===== config.mk =====
export PLATFORM = sky130hd
export DESIGN_NAME = thread_life_tracker
export DESIGN_NICKNAME = d
export VERILOG_FILES = /design/src/rtl/thread_life_pkg.sv /design/src/rtl/thread_txn_counter.sv /design/src/rtl/thread_life_seq.sv /design/src/rtl/thread_life_tracker.sv
export SDC_FILE = /design/constraint.sdc
export NUM_CORES = 1
export LEC_CHECK = 0
export ABC_AREA = 1
export CAP_MARGIN = 20
export CORE_MARGIN = 2
export CORE_UTILIZATION = 48
export CTS_CLUSTER_SIZE = 40
export DETAILED_ROUTE_END_ITERATION = 8
export PLACE_DENSITY = 0.85
export SLEW_MARGIN = 0
export SYNTH_ARGS = -nofsm -noshare
export SYNTH_HDL_FRONTEND = slang
export SYNTH_SLANG_ARGS = --single-unit
export TNS_END_PERCENT = 100

===== constraint.sdc =====
create_clock -name clk -period 1.8 [get_ports clk]
set_clock_uncertainty 0.15 [all_clocks]
set_input_delay 0.27 -clock clk [delete_from_list [all_inputs] [get_ports clk]]
set_output_delay 0.27 -clock clk [all_outputs]
set_load 0.03 [all_outputs]

===== src/rtl/thread_life_pkg.sv =====
package thread_life_pkg;

  typedef enum logic [2:0] {
    TS_STOPPED  = 3'd0,
    TS_EXEC     = 3'd1,
    TS_COMPLETE = 3'd2,
    TS_KILL     = 3'd3,
    TS_FDRAIN   = 3'd4,
    TS_FAULTED  = 3'd5
  } thr_state_e;

endpackage


===== src/rtl/thread_txn_counter.sv =====
module thread_txn_counter #(
  parameter int CNT_W = 5
) (
  input  logic clk,
  input  logic rst_n,
  input  logic issue_i,
  input  logic retire_i,
  output logic empty_o
);
  localparam logic [CNT_W-1:0] CNT_MAX  = '1;
  localparam logic [CNT_W-1:0] CNT_ZERO = '0;
  localparam logic [CNT_W-1:0] CNT_ONE  = CNT_W'(1);

  logic [CNT_W-1:0] cnt_q;

  always_ff @(posedge clk or negedge rst_n) begin
    if (!rst_n) begin
      cnt_q <= CNT_ZERO;
    end else begin
      unique case ({issue_i, retire_i})
        2'b10:   cnt_q <= cnt_q + CNT_ONE;
        2'b01:   cnt_q <= cnt_q - CNT_ONE;
        default: cnt_q <= cnt_q;
      endcase
    end
  end

  assign empty_o = (cnt_q == CNT_ZERO);

  // the bus master never issues past the top of the count
  a_r4_no_overflow: assert property (@(posedge clk) disable iff (!rst_n)
    (issue_i && !retire_i) |-> (cnt_q != CNT_MAX));

  // the bus master never retires more than it issued
  a_r4_no_underflow: assert property (@(posedge clk) disable iff (!rst_n)
    (retire_i && !issue_i) |-> (cnt_q != CNT_ZERO));

endmodule


===== src/rtl/thread_life_seq.sv =====
module thread_life_seq
  import thread_life_pkg::*;
(
  input  logic       clk,
  input  logic       rst_n,
  input  logic       start_i,
  input  logic       done_i,
  input  logic       fault_i,
  input  logic       kill_i,
  input  logic       dbg_kill_i,
  input  logic       drained_i,
  output thr_state_e state_o
);
  thr_state_e state_q, state_d;

  always_comb begin
    state_d = state_q;
    unique case (state_q)
      TS_STOPPED: begin
        if (start_i) state_d = TS_EXEC;
      end
      TS_EXEC: begin
        if (fault_i)                  state_d = TS_FDRAIN;
        else if (kill_i || dbg_kill_i) state_d = TS_KILL;
        else if (done_i)              state_d = TS_COMPLETE;
      end
      TS_COMPLETE, TS_KILL: begin
        if (drained_i) state_d = TS_STOPPED;
      end
      TS_FDRAIN: begin
        if (drained_i) state_d = TS_FAULTED;
      end
      TS_FAULTED: begin
        if (dbg_kill_i) state_d = TS_STOPPED;
      end
      default: state_d = TS_STOPPED;
    endcase
  end

  always_ff @(posedge clk or negedge rst_n) begin
    if (!rst_n) state_q <= TS_STOPPED;
    else        state_q <= state_d;
  end

  assign state_o = state_q;

  a_r2_start_runs: assert property (@(posedge clk) disable iff (!rst_n)
    (state_q == TS_STOPPED && start_i) |=> (state_q == TS_EXEC));

  a_r3_fault_wins: assert property (@(posedge clk) disable iff (!rst_n)
    (state_q == TS_EXEC && fault_i) |=> (state_q == TS_FDRAIN));

  a_r5_complete_waits: assert property (@(posedge clk) disable iff (!rst_n)
    (state_q == TS_COMPLETE && !drained_i) |=> (state_q == TS_COMPLETE));

  a_r6_kill_waits: assert property (@(posedge clk) disable iff (!rst_n)
    (state_q == TS_KILL && !drained_i) |=> (state_q == TS_KILL));

  a_r7_fdrain_to_faulted: assert property (@(posedge clk) disable iff (!rst_n)
    (state_q == TS_FDRAIN && drained_i) |=> (state_q == TS_FAULTED));

  a_r8_faulted_holds: assert property (@(posedge clk) disable iff (!rst_n)
    (state_q == TS_FAULTED && !dbg_kill_i) |=> (state_q == TS_FAULTED));

  a_r9_dbg_release: assert property (@(posedge clk) disable iff (!rst_n)
    (state_q == TS_FAULTED && dbg_kill_i) |=> (state_q == TS_STOPPED));

endmodule


===== src/rtl/thread_life_tracker.sv =====
module thread_life_tracker
  import thread_life_pkg::*;
#(
  parameter int CNT_W = 5
) (
  input  logic       clk,
  input  logic       rst_n,
  input  logic       start_i,
  input  logic       done_i,
  input  logic       fault_i,
  input  logic       kill_i,
  input  logic       dbg_kill_i,
  input  logic       issue_i,
  input  logic       retire_i,
  output logic [2:0] state_o,
  output logic       stopped_o,
  output logic       faulted_o
);
  logic       drained;
  thr_state_e cur_state;

  thread_txn_counter #(.CNT_W(CNT_W)) u_cnt (
    .clk      (clk),
    .rst_n    (rst_n),
    .issue_i  (issue_i),
    .retire_i (retire_i),
    .empty_o  (drained)
  );

  thread_life_seq u_seq (
    .clk        (clk),
    .rst_n      (rst_n),
    .start_i    (start_i),
    .done_i     (done_i),
    .fault_i    (fault_i),
    .kill_i     (kill_i),
    .dbg_kill_i (dbg_kill_i),
    .drained_i  (drained),
    .state_o    (cur_state)
  );

  assign state_o   = cur_state;
  assign stopped_o = (cur_state == TS_STOPPED);
  assign faulted_o = (cur_state == TS_FDRAIN) || (cur_state == TS_FAULTED);

  // the fault flag only rises on the way out of execution
  a_r11_fault_entry: assert property (@(posedge clk) disable iff (!rst_n)
    $rose(faulted_o) |-> ($past(cur_state) == TS_EXEC));

endmodule


==> results of run 1 <==
## final timing paths
kind / endpoint / slack, ns / start
setup / recovery: stopped_o / 0.11 / u_seq.state_o[1]
hold reg to reg: u_cnt.cnt_q[3] / 0.37 / u_cnt.cnt_q[3]
min in group clk: u_cnt.cnt_q[3] / 0.37 / u_cnt.cnt_q[3]
setup reg to reg: u_cnt.cnt_q[4] / 0.25 / u_cnt.cnt_q[1]
max in group asynchronous: u_cnt.cnt_q[0] / 1.08 / rst_n
hold / removal: u_cnt.cnt_q[2] / 0.14 / rst_n
## cell usage after synthesis
master	instances	area share, %
nand2_1	35	21
inv_1	13	7.7
dfrtp_1	8	31
nand3_1	7	5.5
nor2_1	5	3.0
nor2_2	5	4.9
ha_1	4	7.9
inv_2	2	1.2
nand3_2	2	3.1
nand4_1	2	2.0
o21ai_0	2	1.6
a21oi_1	1	0.79
nand3b_1	1	1.2
nor2_4	1	1.8
nor3_1	1	0.79
o21ai_1	1	0.79
o21bai_1	1	1.2
o21bai_2	1	1.8
xnor2_1	1	1.4
xor2_1	1	1.4
## metrics by stage
stage                     power (mW)  instances  cell area [um^2]  hold WS [ns]  utilization (%)
after floorplan                0.893         94               636        -0.176                -
after global placement          1.23        133               865         0.359             68.1
after detailed placement        1.26        133               865         0.368             68.1
after CTS                       1.37        136               885         0.142             69.7
after global routing            1.53        136               920         0.159             72.5
final                           1.39        136               920         0.141             72.5
## logic make-up after synthesis
family                     synth area share, %
AOI/OAI and AO/OA                         6.10
xor gates and xnor gates                  2.76
adders and majority gates                 7.87
buffers and inverters                     8.86
DFF                                       31.5
and+or+nand+nor                           42.9
## repair_timing
action / in CTS / in global routing
setup buffers: 0 / 0
resized for setup: 5 / 10
setup endpoints to repair: 5 / 3
pin swaps: 0 / 3
## cell type report
| class | instances | area (um^2) |
|---|---|---|
| Clock buffer | 3 | 22.5 |
| Fill cell | 101 | 349 |
| Inverter | 15 | 56.3 |
| Multi-Input combinational cell | 71 | 412 |
| Sequential cell | 8 | 200 |
| Tap cell | 15 | 18.8 |
| Timing Repair Buffer | 24 | 210 |
## state kept, by name (all words and copies together), names as in the netlist
register,count
u_seq.state_o,3
u_cnt.cnt_q,5
## per-layer routing
layer  global-route usage [%]  up-vias  part of all wire [%]
met3                     5.00        3                   2.7
met1                     24.5      284                    44
met4                     10.0        0                   1.6
li1                         -      350                     -
met5                        0        -                     0
met2                     40.5       15                    52
## where the power goes
part	total, mW	switching [mW]	internal (mW)	leakage (nW)
Combinational	0.906	0.515	0.391	0.407
Clock	0.135	0.0592	0.0761	0.0138
Sequential	0.352	0.0848	0.267	0.0984
Total	1.39	0.659	0.735	0.520
## worst register-to-register path, cell delays in order (launching register included)
cell and delay, ns:
dfrtp_1 0.45, nand2_2 0.11, inv_2 0.05, nor2_4 0.08
ha_2 0.16, inv_1 0.04, nand2_2 0.07, nand3_2 0.08
nand2_1 0.08, nand2_1 0.04, nand3_1 0.07, nand2_1 0.05
==> results_dict.tcl, run 1 <==
set metrics [dict create \
    status "finished, final reports clean" \
    htreeDepth 1 \
    final_cell_mix "nand2_1 (33), inv_1 (12), buf_4 (12)" \
    maxCapViolations 0 \
    track_usage_pct 22.4 \
    setup_tns_ns 0 \
    yosysWarningCount 0 \
    synth.avg_cell_area_um2 6.76 \
    critPathBufInv 2 \
    clk_latency_ns 0.26 \
    relSlewSlack_pct 75.3 \
    die_y_um 40.4 \
    end_kind "output port" \
    antenna_found_initial 0 \
    post_drt_via_cell_ratio 4.79 \
    leakagePower_nw 0.520 \
    timing.fmax_ghz 0.591 \
    hold_viol 0 \
    hold_class "input port to async pin" \
    layout_commonest_cell "nand2_1" \
    slew_viol_final 0 \
    power.density_nw_per_um2 1520 \
    setup_viol 0 \
    nNetsFinal 136 \
    pin_count 14 \
    path_clk_slew_ns 0.05 \
    synth_nets 107 \
    worst_slack_ns 0.107 \
    cp.required_ns 1.38 \
    crit_chain "nor2_2 > nand2_1 > inv_1 > dlygate4sd2_1" \
    synth_seq_cells 8 \
    tritoncts "done" \
    cts.sinks 8 \
    post-route-min-period_ns 1.69 \
    rsz0062_at_grt "false" \
    dr.pass1.iters 4 \
    drcViolationCount 0 \
    syn_inst 94 \
    vdd_drop_max_mv 0.906 \
    clock_path_buffers 2 \
    slowest_delay_ns 0.40 \
    wire_per_inst_um 11.3 \
    seq_area_frac_synth_pct 31.5 \
    gp_congestion 0.747 \
    critical-path-top-delay-family "buffers and inverters" \
    crit_fanout 2 \
    cts_root_buf "clkbuf_4" \
    r2r_cells 11 \
    postRouteAntennaNets 0 \
    critPathLaunchType "register" \
    crit_cells 4 \
    cts_buffers 3 \
    vias 652 \
    syn_area_um2 636 \
    drt-total-wl_mm 1.53 \
    num_antenna_cells 0 \
    crit_type "register to output port" \
    dieWidth_um 40.4 \
    rows 13 \
    holdBufCountCts 0 \
    tightest_slew_ns 0.370 \
    period_share_pct 94.1 \
    grt_pass1_vias 616 \
    syn2layout_area_growth_pct 44.7 \
    layout-drive-gt1-share_pct 27.3 \
    grt_overflow 0 \
    hpwl_mm 1.20 \
    drt-initial-drc-count 7 \
    grt_pass1_wl_mm 2.35 \
    core_um2 1270 \
    yosysUniqueCellTypes 20 \
    io_buffers 13 \
    arrival_ns 1.27 \
    place_ws_ns -0.316 \
    start_util_pct 50.1 \
    grt_max_degree 9 \
    die_area_um2 1630 \
    slowest_stage "dlygate4sd2_1" \
]
Power figures use the tool's default switching activity.
==> run 2, diff against run 1 <==
CORE_AREA = 2 2 39 41   (was not set)
CORE_MARGIN = not set   (was 2)
CORE_UTILIZATION = not set   (was 48)
DIE_AREA = 0 0 41 43   (was not set)
DONT_BUFFER_PORTS = 1   (was not set)
GPL_TIMING_DRIVEN = 0   (was not set)
PLACE_DENSITY = 0.72   (was 0.85)
SKIP_LAST_GASP = 1   (was not set)
==> run 2 against run 1 <==
Against the previous run:
- sequential share of layout area grew 7.5 points
- utilization shrank 22 points
- register-to-register slack gained 0.02 ns
- first-iteration DRC count grew 43%
- hold slack lost 0.067 ns
- via count shrank 11%
==> results_dict.tcl, run 2 (synthesis results as in run 1) <==
set metrics [dict create \
    status "finished, final reports clean" \
    layout_commonest_cell "nand2_1" \
    grt_overflow 0 \
    final_cell_mix "nand2_1 (34), inv_1 (13), nand3_1 (7)" \
    tightest_slew_ns 0.375 \
    grt_max_degree 9 \
    slowest_stage "dfrtp_1" \
    leakagePower_nw 0.386 \
    setup_tns_ns 0 \
    vias 579 \
    htreeDepth 1 \
    layout-drive-gt1-share_pct 17.3 \
    maxCapViolations 0 \
    vdd_drop_max_mv 0.986 \
    dr.pass1.iters 3 \
    core_um2 1380 \
    cts_root_buf "clkbuf_4" \
    syn2layout_area_growth_pct 9.06 \
    grt_pass1_vias 588 \
    arrival_ns 1.28 \
    post_drt_via_cell_ratio 5.08 \
    fillers 140 \
    end_kind "output port" \
    dp.cells 110 \
    crit_fanout 4 \
    period_share_pct 94.2 \
    rsz0062_at_grt "false" \
    clk_latency_ns 0.25 \
    critical-path-top-delay-family "flip-flops" \
    timing.fmax_ghz 0.590 \
    clock_path_buffers 2 \
    largest_reg_flops 5 \
    critPathLaunchType "register" \
    postRouteAntennaNets 0 \
    io_buffers 0 \
    grt_pass1_wl_mm 2.29 \
    slowest_delay_ns 0.51 \
    final_cells 114 \
    dpl_cell_area_um2 656 \
    rows 14 \
    ff_latch_area_um2 203 \
    final_area_um2 693 \
    dieWidth_um 41 \
    nNetsFinal 113 \
    drt-total-wl_mm 1.16 \
    hold_viol 0 \
    wire_per_inst_um 10.1 \
    hpwl_um 973 \
    crit_chain "nor2_2 > nand2_1 > inv_1" \
    tritoncts "done" \
    gp_congestion 0.823 \
    drt-initial-drc-count 10 \
    drcViolationCount 0 \
    die_y_um 43 \
    relSlewSlack_pct 75.0 \
    slew_viol_final 0 \
    post-route-min-period_ns 1.70 \
    setup_viol 0 \
    cp.required_ns 1.38 \
    multi_input_area_um2 382 \
    crit_type "register to output port" \
    track_usage_pct 18.8 \
    pin_count 14 \
    path_clk_slew_ns 0.04 \
    power.density_nw_per_um2 1630 \
    cts.sinks 8 \
    die_area_um2 1760 \
    regMostFlops "u_cnt.cnt_q" \
    cts_buffers 3 \
    hold_class "input port to register" \
    critPathBufInv 1 \
    num_antenna_cells 0 \
    start_util_pct 45.9 \
    antenna_found_initial 0 \
    r2r_slack_ns 0.27 \
]
run 2: tightest hold or removal path: stages:
cell and delay (ns):
inv_1 0.02, nand2_1 0.07, o21bai_2 0.07
run 2: stage by stage:
stage,utilization [%],worst slack (ns),hold slack (ns),total power [mW]
6_report,50.1,0.104,0.0735,1.13
5_1_grt,50.1,0.0433,0.0774,1.27
4_1_cts,49.7,0.0447,0.0747,1.13
3_5_place_dp,47.4,0.0750,-0.175,0.995
3_3_place_gp,47.4,0.117,-0.175,0.980
2_1_floorplan,-,0.234,-0.176,0.893
run 2: cell type report:
cell class,instances,share of cell area (%)
multi-input combinational,71,55.1
tap,16,2.89
clock buffer,3,3.25
inverter,15,8.12
timing repair buffer,1,1.44
sequential,8,29.2
run 2: routing by layer:
layer | global-route usage [%] | vias up | share of wire, %
met4 | 6.00 | 0 | 1.5
met3 | 6.28 | 4 | 3.8
met1 | 25.7 | 259 | 45
met2 | 27.2 | 12 | 50
met5 | 0 | - | 0
li1 | - | 304 | -
run 2: worst paths after layout:
kind	cells past startpoint	end	startpoint
setup reg to reg	11	u_cnt.cnt_q[4]	u_cnt.cnt_q[1]
hold / removal	3	u_seq.state_o[1]	fault_i
max in group asynchronous	1	u_seq.state_o[2]	rst_n
hold reg to reg	2	u_cnt.cnt_q[4]	u_cnt.cnt_q[4]
setup / recovery	3	stopped_o	u_seq.state_o[1]
min in group asynchronous	1	u_cnt.cnt_q[2]	rst_n
run 2: what timing repair did:
action / CTS / global route
resized for setup: 0 / 3
setup endpoints to repair: 0 / 1
hold buffers: 1 / 0
buffers inserted: 0 / 0
hold endpoints to repair: 8 / 0
run 2: where the power goes:
group	leakage [nW]	internal, mW	switching (mW)
Combinational	0.277	0.209	0.365
Sequential	0.0959	0.270	0.157
Clock	0.0138	0.0757	0.0519
==> run 3, diff against run 2 <==
SLEW_MARGIN = not set   (was 0)
==> results of run 3 <==
No change in the layout: final DEF, timing and power equal those of run 2.
